**config.mk**
```make
export PLATFORM = sky130hd
export DESIGN_NAME = xorprop_bist
export DESIGN_NICKNAME = d
export VERILOG_FILES = /design/src/rtl/xorprop_pkg.sv /design/src/rtl/xp_walker.sv /design/src/rtl/xp_mask.sv /design/src/rtl/xorprop_bist.sv
export SDC_FILE = /design/constraint.sdc
export NUM_CORES = 1
export LEC_CHECK = 0
export BUFFER_PORTS_ARGS = -buffer_cell sky130_fd_sc_hd__buf_4
export CAP_MARGIN = 20
export CORE_ASPECT_RATIO = 1.75
export CORE_UTILIZATION = 57
export CTS_CLUSTER_SIZE = 20
export DETAILED_ROUTE_END_ITERATION = 10
export GPL_TIMING_DRIVEN = 0
export PLACE_DENSITY_LB_ADDON = 0.05
export REMOVE_ABC_BUFFERS = 1
export SYNTH_ARGS = -nofsm -noshare
export SYNTH_HDL_FRONTEND = slang
export SYNTH_SLANG_ARGS = --single-unit
```
**constraint.sdc**
```tcl
create_clock -name clk -period 4.3 [get_ports clk]
set_clock_uncertainty 0.1 [all_clocks]
set_input_delay 1.29 -clock clk [delete_from_list [all_inputs] [get_ports clk]]
set_output_delay 1.29 -clock clk [all_outputs]
set_load 0.005 [all_outputs]
```
**src/rtl/xorprop_pkg.sv**
```systemverilog
package xorprop_pkg;

  localparam int DW = 32;
  localparam int MIN_WORDS = 6;
  localparam int MIN_SPAN = MIN_WORDS - 1;

  localparam logic [DW-1:0] PAT0 = 32'h6DB6DB6D;
  localparam logic [DW-1:0] PAT1 = 32'hB6DB6DB6;
  localparam logic [DW-1:0] PAT2 = 32'hDB6DB6DB;

  typedef enum logic [2:0] {
    ST_IDLE,
    ST_FILL,
    ST_PRD,   // propagation read of word k
    ST_PWR,   // propagation write of word k
    ST_PRB,   // read-back of word k, becomes chain value
    ST_CRD,   // check read
    ST_CACC   // check accumulate
  } st_e;

  function automatic logic [DW-1:0] pat_sel(input logic [1:0] idx);
    case (idx)
      2'd0:    return PAT0;
      2'd1:    return PAT1;
      default: return PAT2;
    endcase
  endfunction

  function automatic logic [1:0] mod3_inc(input logic [1:0] idx);
    return (idx == 2'd2) ? 2'd0 : idx + 2'd1;
  endfunction

endpackage

```
**src/rtl/xp_walker.sv**
```systemverilog
module xp_walker #(
  parameter int AW = 10
) (
  input  logic          clk,
  input  logic          rst_n,
  input  logic          load_i,
  input  logic          rev_i,
  input  logic [AW-1:0] base_i,
  input  logic [AW-1:0] last_i,
  input  logic          clr_i,
  input  logic          tail_i,
  input  logic          step_i,
  output logic [AW-1:0] addr_o,
  output logic          at_end_o
);

  logic [AW-1:0] base_q, last_q, span_q, k_q;
  logic          rev_q;

  always_ff @(posedge clk or negedge rst_n) begin
    if (!rst_n) begin
      base_q <= '0;
      last_q <= '0;
      span_q <= '0;
      rev_q  <= 1'b0;
      k_q    <= '0;
    end else if (load_i) begin
      base_q <= base_i;
      last_q <= last_i;
      span_q <= last_i - base_i;
      rev_q  <= rev_i;
      k_q    <= '0;
    end else if (clr_i) begin
      k_q <= '0;
    end else if (tail_i) begin
      k_q <= span_q - AW'(2);
    end else if (step_i) begin
      k_q <= k_q + AW'(1);
    end
  end

  assign addr_o   = rev_q ? (last_q - k_q) : (base_q + k_q);
  assign at_end_o = (k_q == span_q);


  addr_in_span_chk: assert property (@(posedge clk) disable iff (!rst_n)
    (addr_o >= base_q) && (addr_o <= last_q));

endmodule

```
**src/rtl/xp_mask.sv**
```systemverilog
module xp_mask #(
  parameter int DW = 32
) (
  input  logic          clk,
  input  logic          rst_n,
  input  logic          clr_i,
  input  logic          acc_i,
  input  logic [DW-1:0] diff_i,
  output logic [DW-1:0] mask_o
);

  always_ff @(posedge clk or negedge rst_n) begin
    if (!rst_n)     mask_o <= '0;
    else if (clr_i) mask_o <= '0;
    else if (acc_i) mask_o <= mask_o | diff_i;
  end


  mask_grow_only_chk: assert property (@(posedge clk) disable iff (!rst_n)
    !clr_i |=> ((mask_o & $past(mask_o)) == $past(mask_o)));


  mask_clear_chk: assert property (@(posedge clk) disable iff (!rst_n)
    clr_i |=> (mask_o == '0));

endmodule

```
**src/rtl/xorprop_bist.sv**
```systemverilog
module xorprop_bist
  import xorprop_pkg::*;
#(
  parameter int AW = 10
) (
  input  logic          clk,
  input  logic          rst_n,
  input  logic          start_i,
  input  logic          reverse_i,
  input  logic [AW-1:0] base_i,
  input  logic [AW-1:0] last_i,
  output logic          busy_o,
  output logic          done_o,
  output logic [DW-1:0] bad_mask_o,
  output logic          mem_en_o,
  output logic          mem_we_o,
  output logic [AW-1:0] mem_addr_o,
  output logic [DW-1:0] mem_wdata_o,
  input  logic [DW-1:0] mem_rdata_i
);

  st_e           st_q;
  logic [1:0]    pidx_q, phase_q, eidx_q;
  logic          pass_q, rb_q, done_q;
  logic [DW-1:0] prev_q;

  logic [AW-1:0] span_in;
  logic          region_ok, accept;
  logic          w_clr, w_tail, w_step, at_end, acc;
  logic [AW-1:0] walk_addr;

  assign span_in   = last_i - base_i;
  assign region_ok = (last_i >= base_i) && (span_in >= AW'(MIN_SPAN));
  assign accept    = (st_q == ST_IDLE) && start_i && region_ok;

  always_comb begin
    w_clr  = 1'b0;
    w_tail = 1'b0;
    w_step = 1'b0;
    acc    = 1'b0;
    unique case (st_q)
      ST_FILL: if (at_end) w_clr = 1'b1; else w_step = 1'b1;
      ST_PWR:  if (at_end) begin
                 if (!pass_q) w_clr = 1'b1; else w_tail = 1'b1;
               end
      ST_PRB:  w_step = 1'b1;
      ST_CACC: begin
                 acc = 1'b1;
                 if (!at_end) w_step = 1'b1;
               end
      default: ;
    endcase
  end

  xp_walker #(.AW(AW)) u_walker (
    .clk      (clk),
    .rst_n    (rst_n),
    .load_i   (accept),
    .rev_i    (reverse_i),
    .base_i   (base_i),
    .last_i   (last_i),
    .clr_i    (w_clr),
    .tail_i   (w_tail),
    .step_i   (w_step),
    .addr_o   (walk_addr),
    .at_end_o (at_end)
  );

  xp_mask #(.DW(DW)) u_mask (
    .clk    (clk),
    .rst_n  (rst_n),
    .clr_i  (accept),
    .acc_i  (acc),
    .diff_i (mem_rdata_i ^ pat_sel(eidx_q)),
    .mask_o (bad_mask_o)
  );

  always_comb begin
    mem_en_o    = 1'b0;
    mem_we_o    = 1'b0;
    mem_wdata_o = '0;
    unique case (st_q)
      ST_FILL: begin mem_en_o = 1'b1; mem_we_o = 1'b1; mem_wdata_o = pat_sel(pidx_q); end
      ST_PRD, ST_PRB, ST_CRD: mem_en_o = 1'b1;
      ST_PWR:  begin mem_en_o = 1'b1; mem_we_o = 1'b1; mem_wdata_o = mem_rdata_i ^ prev_q; end
      default: ;
    endcase
  end

  assign mem_addr_o = walk_addr;
  assign busy_o     = (st_q != ST_IDLE);
  assign done_o     = done_q;

  always_ff @(posedge clk or negedge rst_n) begin
    if (!rst_n) begin
      st_q    <= ST_IDLE;
      pidx_q  <= 2'd0;
      phase_q <= 2'd0;
      eidx_q  <= 2'd0;
      pass_q  <= 1'b0;
      rb_q    <= 1'b0;
      prev_q  <= '0;
      done_q  <= 1'b0;
    end else begin
      done_q <= 1'b0;
      unique case (st_q)
        ST_IDLE: if (accept) begin
          st_q   <= ST_FILL;
          pidx_q <= 2'd0;
        end
        ST_FILL: begin
          pidx_q <= mod3_inc(pidx_q);
          if (at_end) begin
            phase_q <= mod3_inc(pidx_q);
            pass_q  <= 1'b0;
            prev_q  <= PAT1;
            rb_q    <= 1'b0;
            st_q    <= ST_PRD;
          end
        end
        ST_PRD: begin
          if (rb_q) prev_q <= mem_rdata_i;
          st_q <= ST_PWR;
        end
        ST_PWR: begin
          if (at_end) begin
            if (!pass_q) begin
              pass_q <= 1'b1;
              prev_q <= PAT0;
              rb_q   <= 1'b0;
              st_q   <= ST_PRD;
            end else begin
              eidx_q <= mod3_inc(phase_q);
              st_q   <= ST_CRD;
            end
          end else begin
            st_q <= ST_PRB;
          end
        end
        ST_PRB: begin
          rb_q <= 1'b1;
          st_q <= ST_PRD;
        end
        ST_CRD: st_q <= ST_CACC;
        ST_CACC: begin
          eidx_q <= mod3_inc(eidx_q);
          if (at_end) begin
            st_q   <= ST_IDLE;
            done_q <= 1'b1;
          end else begin
            st_q <= ST_CRD;
          end
        end
        default: st_q <= ST_IDLE;
      endcase
    end
  end


  rd_before_wr_chk: assert property (@(posedge clk) disable iff (!rst_n)
    (mem_we_o && st_q == ST_PWR) |->
      ($past(mem_en_o) && !$past(mem_we_o) && ($past(mem_addr_o) == mem_addr_o)));


  done_pulse_chk: assert property (@(posedge clk) disable iff (!rst_n)
    done_o |=> !done_o);


  done_not_busy_chk: assert property (@(posedge clk) disable iff (!rst_n)
    done_o |-> !busy_o);


  mask_hold_chk: assert property (@(posedge clk) disable iff (!rst_n)
    (!busy_o && !start_i) |=> $stable(bad_mask_o));


  refuse_short_chk: assert property (@(posedge clk) disable iff (!rst_n)
    (!busy_o && start_i && !region_ok) |=> (!busy_o && !mem_en_o));

endmodule

```
==> results of run 1 <==
-- layout make-up --
type / instances / area share (%)
inverters: 60 / 2.42
clock buffers: 22 / 5.09
clock inverters: 9 / 1.36
multi-input cells: 631 / 44.5
well taps: 168 / 2.26
flip-flops and latches: 117 / 31.4
repair buffers: 149 / 13.0
-- sequential cells by signal, indices dropped and copies added (netlist names) --
name	cells
u_walker.k_q	10
prev_q	32
u_walker.last_q	10
u_walker.base_q	10
pidx_q	2
u_walker.rev_q	1
done_o	1
pass_q	1
u_walker.span_q	10
phase_q	2
rb_q	1
u_mask.mask_o	32
eidx_q	2
st_q	3
-- per-stage QoR --
stage	setup TNS [ns]	util [%]	worst slack [ns]	area, µm²
floorplan	-174.72	-	-2.57	7200
global placement	-344.52	66.9	-4.93	8410
detailed placement	-20.63	68.4	-0.720	8600
CTS	0	73.4	0.00949	9230
global route	-0.0715	74.2	-0.0715	9320
finish	0	74.2	0.0828	9320
-- path summary, 6_finish.rpt --
check / end / slack (ns) / from / depth (start not counted)
max: mem_addr_o[9] / 0.08 / u_walker.k_q[1] / 9
min: u_mask.mask_o[3] / 0.39 / u_mask.mask_o[3] / 2
max reg2reg: u_walker.k_q[1] / 1.25 / u_walker.k_q[9] / 7
min reg2reg: u_mask.mask_o[3] / 0.39 / u_mask.mask_o[3] / 2
max in group asynchronous: u_walker.span_q[7] / 2.68 / rst_n / 2
min in group asynchronous: u_mask.mask_o[27] / 0.69 / rst_n / 1
-- logic make-up after synthesis --
logic type / count (synthesis) / share of synthesized area (%)
AOI/OAI and AO/OA: 248 / 19.0
xor gates and xnor gates: 98 / 11.6
adders and majority gates: 34 / 6.06
buffers and inverters: 103 / 5.59
DFF: 117 / 39.6
muxes: 29 / 4.30
and+or+nand+nor: 222 / 13.8
-- where the power goes --
group | total [mW] | switching, mW | internal [mW]
clock | 1.45 | 0.501 | 0.950
combinational | 0.204 | 0.113 | 0.0917
sequential | 1.10 | 0 | 1.10
total | 2.76 | 0.613 | 2.14
-- Yosys cell counts, types with 4 or more instances --
cell / n
or3_1: 6
nand2b_1: 4
ha_1: 31
xnor2_1: 92
nor4_1: 5
clkbuf_1: 30
buf_2: 9
nand3_1: 15
o21ai_0: 95
mux2i_1: 10
inv_1: 59
a21oi_1: 99
xor2_1: 6
nor3b_1: 4
nor3_1: 16
a211oi_1: 4
o211ai_1: 6
dfrtp_1: 117
nand2_1: 63
a21o_1: 7
nor2b_1: 8
and3_1: 6
o31ai_1: 6
mux2_2: 18
nor2_1: 79
-- per-layer routing --
metal / share of wire, % / GRT usage (%) / vias up
met5: 0 / 0 / -
met4: 5.5 / 19.2 / 0
met3: 3.5 / 4.50 / 79
met2: 55 / 57.2 / 220
met1: 36 / 31.9 / 3207
li1: - / - / 3175
-- timing repair --
action / CTS / global route
gates resized for setup: 7 / 12
buffers inserted: 2 / 3
pin swaps: 1 / 3
cloned: 0 / 0
setup endpoints to repair: 36 / 36
-- critical path, cell delays in order, from the launching register on --
cell      delay, ns
dfrtp_2        0.44
ha_1           0.30
a21o_1         0.20
a211oi_1       0.25
nor2_1         0.12
o41ai_2        0.39
o21ai_1        0.22
o21ai_0        0.13
nor4b_2        0.22
buf_4          0.15
==> reports/qor.yml, run 1 <==
slew_violations: 0
timing.hold.ws_ns: 0.392
worstHoldPathType: "reg -> reg"
numPortBuffers: 133
antenna_left: 0
synth_top_area_share_pct: 39.6
p_leak_nw: 4.40
cts_sinks: 117
synth_area_um2: 7390
dpl.cell_count: 1117
n_antenna_cell: 0
yosysSeqAreaShare_pct: 39.6
p_per_area_nw_per_um2: 296
cp.arrival_ns: 2.83
worstMarginPinSlew_ns: 0.945
layout_commonest_cell: "buf_4"
crit_fanout: 4
fin_crit_sh_pct: 98.1
ys_ff_latch: 117
row_count: 54
final_layout_size_suffix_gt1_share_pct: 22.0
power_mw: 2.76
postSynth.asyncResetShare_pct: 100
track_usage_pct: 31.2
crit_type: "reg -> out"
hold_buffers: 0
synth_edf_count: 0
wl_per_cell_um: 17.3
crit_path_end_kind: "primary output"
seq_area_um2: 2930
die_y_um: 153
multiInputGateArea_um2: 4150
io_pins: 134
grt-ovfl-total: 0
startpoint_type: "flop"
finalWirelength_mm: 19.9
antenna_found_initial: 0
yosysWarnings: 0
netlist_instances: 851
viasPerCell: 5.78
max-cap-violations: 0
clockRootBuffer: "clkbuf_16"
grt_max_degree: 79
grt_pass1_wl_mm: 32.6
grt_pass1_vias: 6922
ir_drop_v: 0.000283
cts_buffers: 17
synthTopCellsByArea: "dfrtp_1 (40%), xnor2_1 (11%), a21oi_1 (6.7%), o21ai_0 (6.4%), ha_1 (5.3%)"
clock.fmax_mhz: 237
status: "finished, final reports clean"
synth.avg_cell_area_um2: 8.68
yosys_most_used_dff: "dfrtp_1"
die_area_um2: 13400
critPathRequiredTime_ns: 2.91
synthDistinctLibCells: 60
first_iter_violations: 409
layout_common_cells: "buf_4 (139), dfrtp_1 (115), a21oi_1 (99), xnor2_1 (92), o21ai_0 (91)"
final_cells: 1156
syn2layout_area_growth_pct: 26.2
setup_viol: 0
dr.pass1.iters: 5
htreeDepth: 4
relSlewSlack_pct: 37.0
drcViolationCount: 0
nFillCells: 989
clockBufferDepth: 2
clkTransAtPathRegs_ns: 0.05
tritoncts: "done"
gp_congestion: 0.891
nets: 1066
fp.coreArea_um2: 12600
finalHoldViolations: 0
synth_top_area_cell: "dfrtp_1"
dpl.hpwl_mm: 14.6
period_minus_slack_ns: 4.22
vias: 6681
die_w_um: 88.1
initial_utilization_pct: 58.8
clkLatencyLatePin_ns: 0.41
(Power assumes the default switching activity.)
==> inputs of run 2 (changes only) <==
--- a/config.mk
+++ b/config.mk
@@ -8,7 +8,7 @@
 export BUFFER_PORTS_ARGS = -buffer_cell sky130_fd_sc_hd__buf_4
 export CAP_MARGIN = 20
 export CORE_ASPECT_RATIO = 1.75
-export CORE_UTILIZATION = 57
+export CORE_UTILIZATION = 51
 export CTS_CLUSTER_SIZE = 20
 export DETAILED_ROUTE_END_ITERATION = 10
 export GPL_TIMING_DRIVEN = 0
==> constraint.sdc (replaced) <==
create_clock -name clk -period 3.65 [get_ports clk]
set_clock_uncertainty 0.1 [all_clocks]
set_input_delay 1.095 -clock clk [delete_from_list [all_inputs] [get_ports clk]]
set_output_delay 1.095 -clock clk [all_outputs]
set_load 0.005 [all_outputs]
==> reports/qor.yml, run 2 (synthesis gave the netlist of run 1 again) <==
max-cap-violations: 0  # unchanged
reg2reg_depth: 7  # unchanged
gp_congestion: 0.858  # -3.7%
crit_family: "compound AO/OA/AOI/OAI gates"
first_iter_violations: 325  # -21%
slew_violations: 0  # unchanged
grt_pass1_wl_mm: 33.4  # +2.4%
startpoint_type: "flop"
wl_per_cell_um: 17.4  # +1.0%
track_usage_pct: 28.6  # -2.6 points
layout_commonest_cell: "buf_4"
initial_utilization_pct: 52.8  # -5.9 points
layout_common_cells: "buf_4 (147), dfrtp_1 (114), a21oi_1 (98), xnor2_1 (91), o21ai_0 (86)"
row_count: 57  # +5.6%
htreeDepth: 4  # unchanged
fin_crit_sh_pct: 105
numPortBuffers: 133  # unchanged
clock.fmax_mhz: 261
die_w_um: 93.0  # +5.6%
r2r-start: "u_walker.k_q[9]"
grt_pass1_vias: 6800  # -1.8%
rsz0062_at_grt: "yes"
crit_fanout: 5  # +1
reg_top3: "prev_q (32), u_mask.mask_o (32)"
status: "finished, violations left"
r2r_slack_ns: 0.64  # -0.61 ns
drcViolationCount: 0  # unchanged
slowest_delay_ns: 0.45  # about the same
die_y_um: 161  # +5.6%
dr.pass1.iters: 5  # unchanged
worstReg2RegEnd: "u_walker.k_q[7]"
nets: 1077  # +1.0%
clockRootBuffer: "clkbuf_16"
cp.arrival_ns: 2.63  # -0.20 ns
hp-start: "u_mask.mask_o[8]"
clkTransAtPathRegs_ns: 0.06  # about the same
grt-ovfl-total: 0  # unchanged
dp_slack_ns: -1.19  # -0.468 ns
timing.hold.ws_ns: 0.395  # +0.00340 ns
n_antenna_cell: 0  # unchanged
worstHoldPathType: "reg -> reg"
critPathRequiredTime_ns: 2.45  # -0.46 ns
antenna_left: 0  # unchanged
clkLatencyLatePin_ns: 0.42  # about the same
min_to: "u_mask.mask_o[8]"
antenna_found_initial: 0  # unchanged
finalWirelength_mm: 20.5  # +2.9%
whs_path_depth: 2  # unchanged
syn2layout_area_growth_pct: 30.5
viasPerCell: 5.65  # -2.2%
final_layout_size_suffix_gt1_share_pct: 25.7  # +3.7 points
hold_buffers: 0  # unchanged
die_area_um2: 15000  # +12%
worstMarginPinSlew_ns: 0.907  # -0.0378 ns
clockBufferDepth: 2  # unchanged
crit_path_end_kind: "primary output"
cts_sinks: 117  # unchanged
utilization_pct: 69.0  # -5.2 points
tritoncts: "done"
p_leak_nw: 4.51  # +2.4%
relSlewSlack_pct: 39.4  # +2.4 points
period_minus_slack_ns: 3.82
fp.coreArea_um2: 14000  # +11%
cts_buffers: 17  # unchanged
dpl.hpwl_mm: 14.6  # -0.22%
cp_slowest_cell: "dfrtp_2"
crit_type: "reg -> out"
p_per_area_nw_per_um2: 344  # +16%
ir_drop_v: 0.000277  # -2.1%
path_cells: "buf_4 > fa_2 > nor2b_2 > o21ai_1 > a21boi_2 > o21ai_1 > a21o_1 > nand4b_1 > nor4b_4 > buf_4"
fin_ws_ns: -0.175  # -0.257 ns
setup_viol: 3  # +3
critPathBufInv: 2  # +1
vias: 6654  # -0.40%
io_pins: 134  # unchanged
grt_max_degree: 98  # +24%
violations: "setup timing"
finalHoldViolations: 0  # unchanged
[run 2: cell count changes in the layout (fill, tap and decap cells not counted), moves of 3 or more]
cell,change
buf_4,+8
clkbuf_8,-3
clkinv_2,-3
ha_1,-4
inv_6,+6
o21ai_0,-5
o21ai_2,+5
[run 2: report_power, final]
part	internal [mW]	switching, mW
combinational	0.115	0.148
sequential	1.30	0
clock	1.09	0.662
total	2.50	0.810
[run 2: how the worst max path moves through the flow]
stage	startpoint	to	slack, ns	cells after the start
after CTS	u_walker.k_q[0]	mem_addr_o[8]	-0.19	11
after floorplan	last_i[0]	u_walker.span_q[5]	-3.03	10
after global placement	base_i[1]	u_walker.last_q[2]	-5.61	10
after detailed placement	base_i[0]	u_walker.base_q[0]	-1.19	12
final	u_walker.k_q[1]	mem_addr_o[8]	-0.17	10
after global routing	u_walker.k_q[0]	mem_addr_o[7]	-0.31	12
[run 2: final cells by class]
type	count	area, µm²
multi-input cells	632	4310
clock buffers	17	425
flip-flops and latches	117	2930
fillers	1136	4340
clock inverters	15	191
well taps	177	221
repair buffers	159	1340
inverters	60	225
[run 2: worst min-delay path, stage by stage, from the launching register on]
cell	delay, ns
dfrtp_1	0.34
a21oi_1	0.05
nor2_1	0.07
[run 2: per-stage QoR]
| step | instance area, µm² | instances | total power [mW] | TNS, ns |
|---|---|---|---|---|
| CTS | 9590 | 1174 | 3.33 | -0.547 |
| global placement | 8420 | 1118 | 1.55 | -401.63 |
| finish | 9640 | 1177 | 3.31 | -0.457 |
| detailed placement | 8580 | 1125 | 1.56 | -60.06 |
| floorplan | 7200 | 808 | 1.43 | -208.39 |
| global route | 9640 | 1177 | 3.43 | -1.01 |
[run 2: timing repair]
action                     CTS  global route
pin swaps                   17            12
resized for setup           53             8
hold endpoints to repair     0             0
setup buffers               14             2
setup endpoints to repair  112            90
gates cloned                 3             0
[run 2: routing by layer]
layer  vias to the layer above  track usage (%)  routed length (µm)
met5                         -                0                   0
met3                        53             5.56                 754
li1                       3199                -                   -
met2                       203             52.6               11400
met1                      3199             30.4                7640
met4                         0             14.2                 744
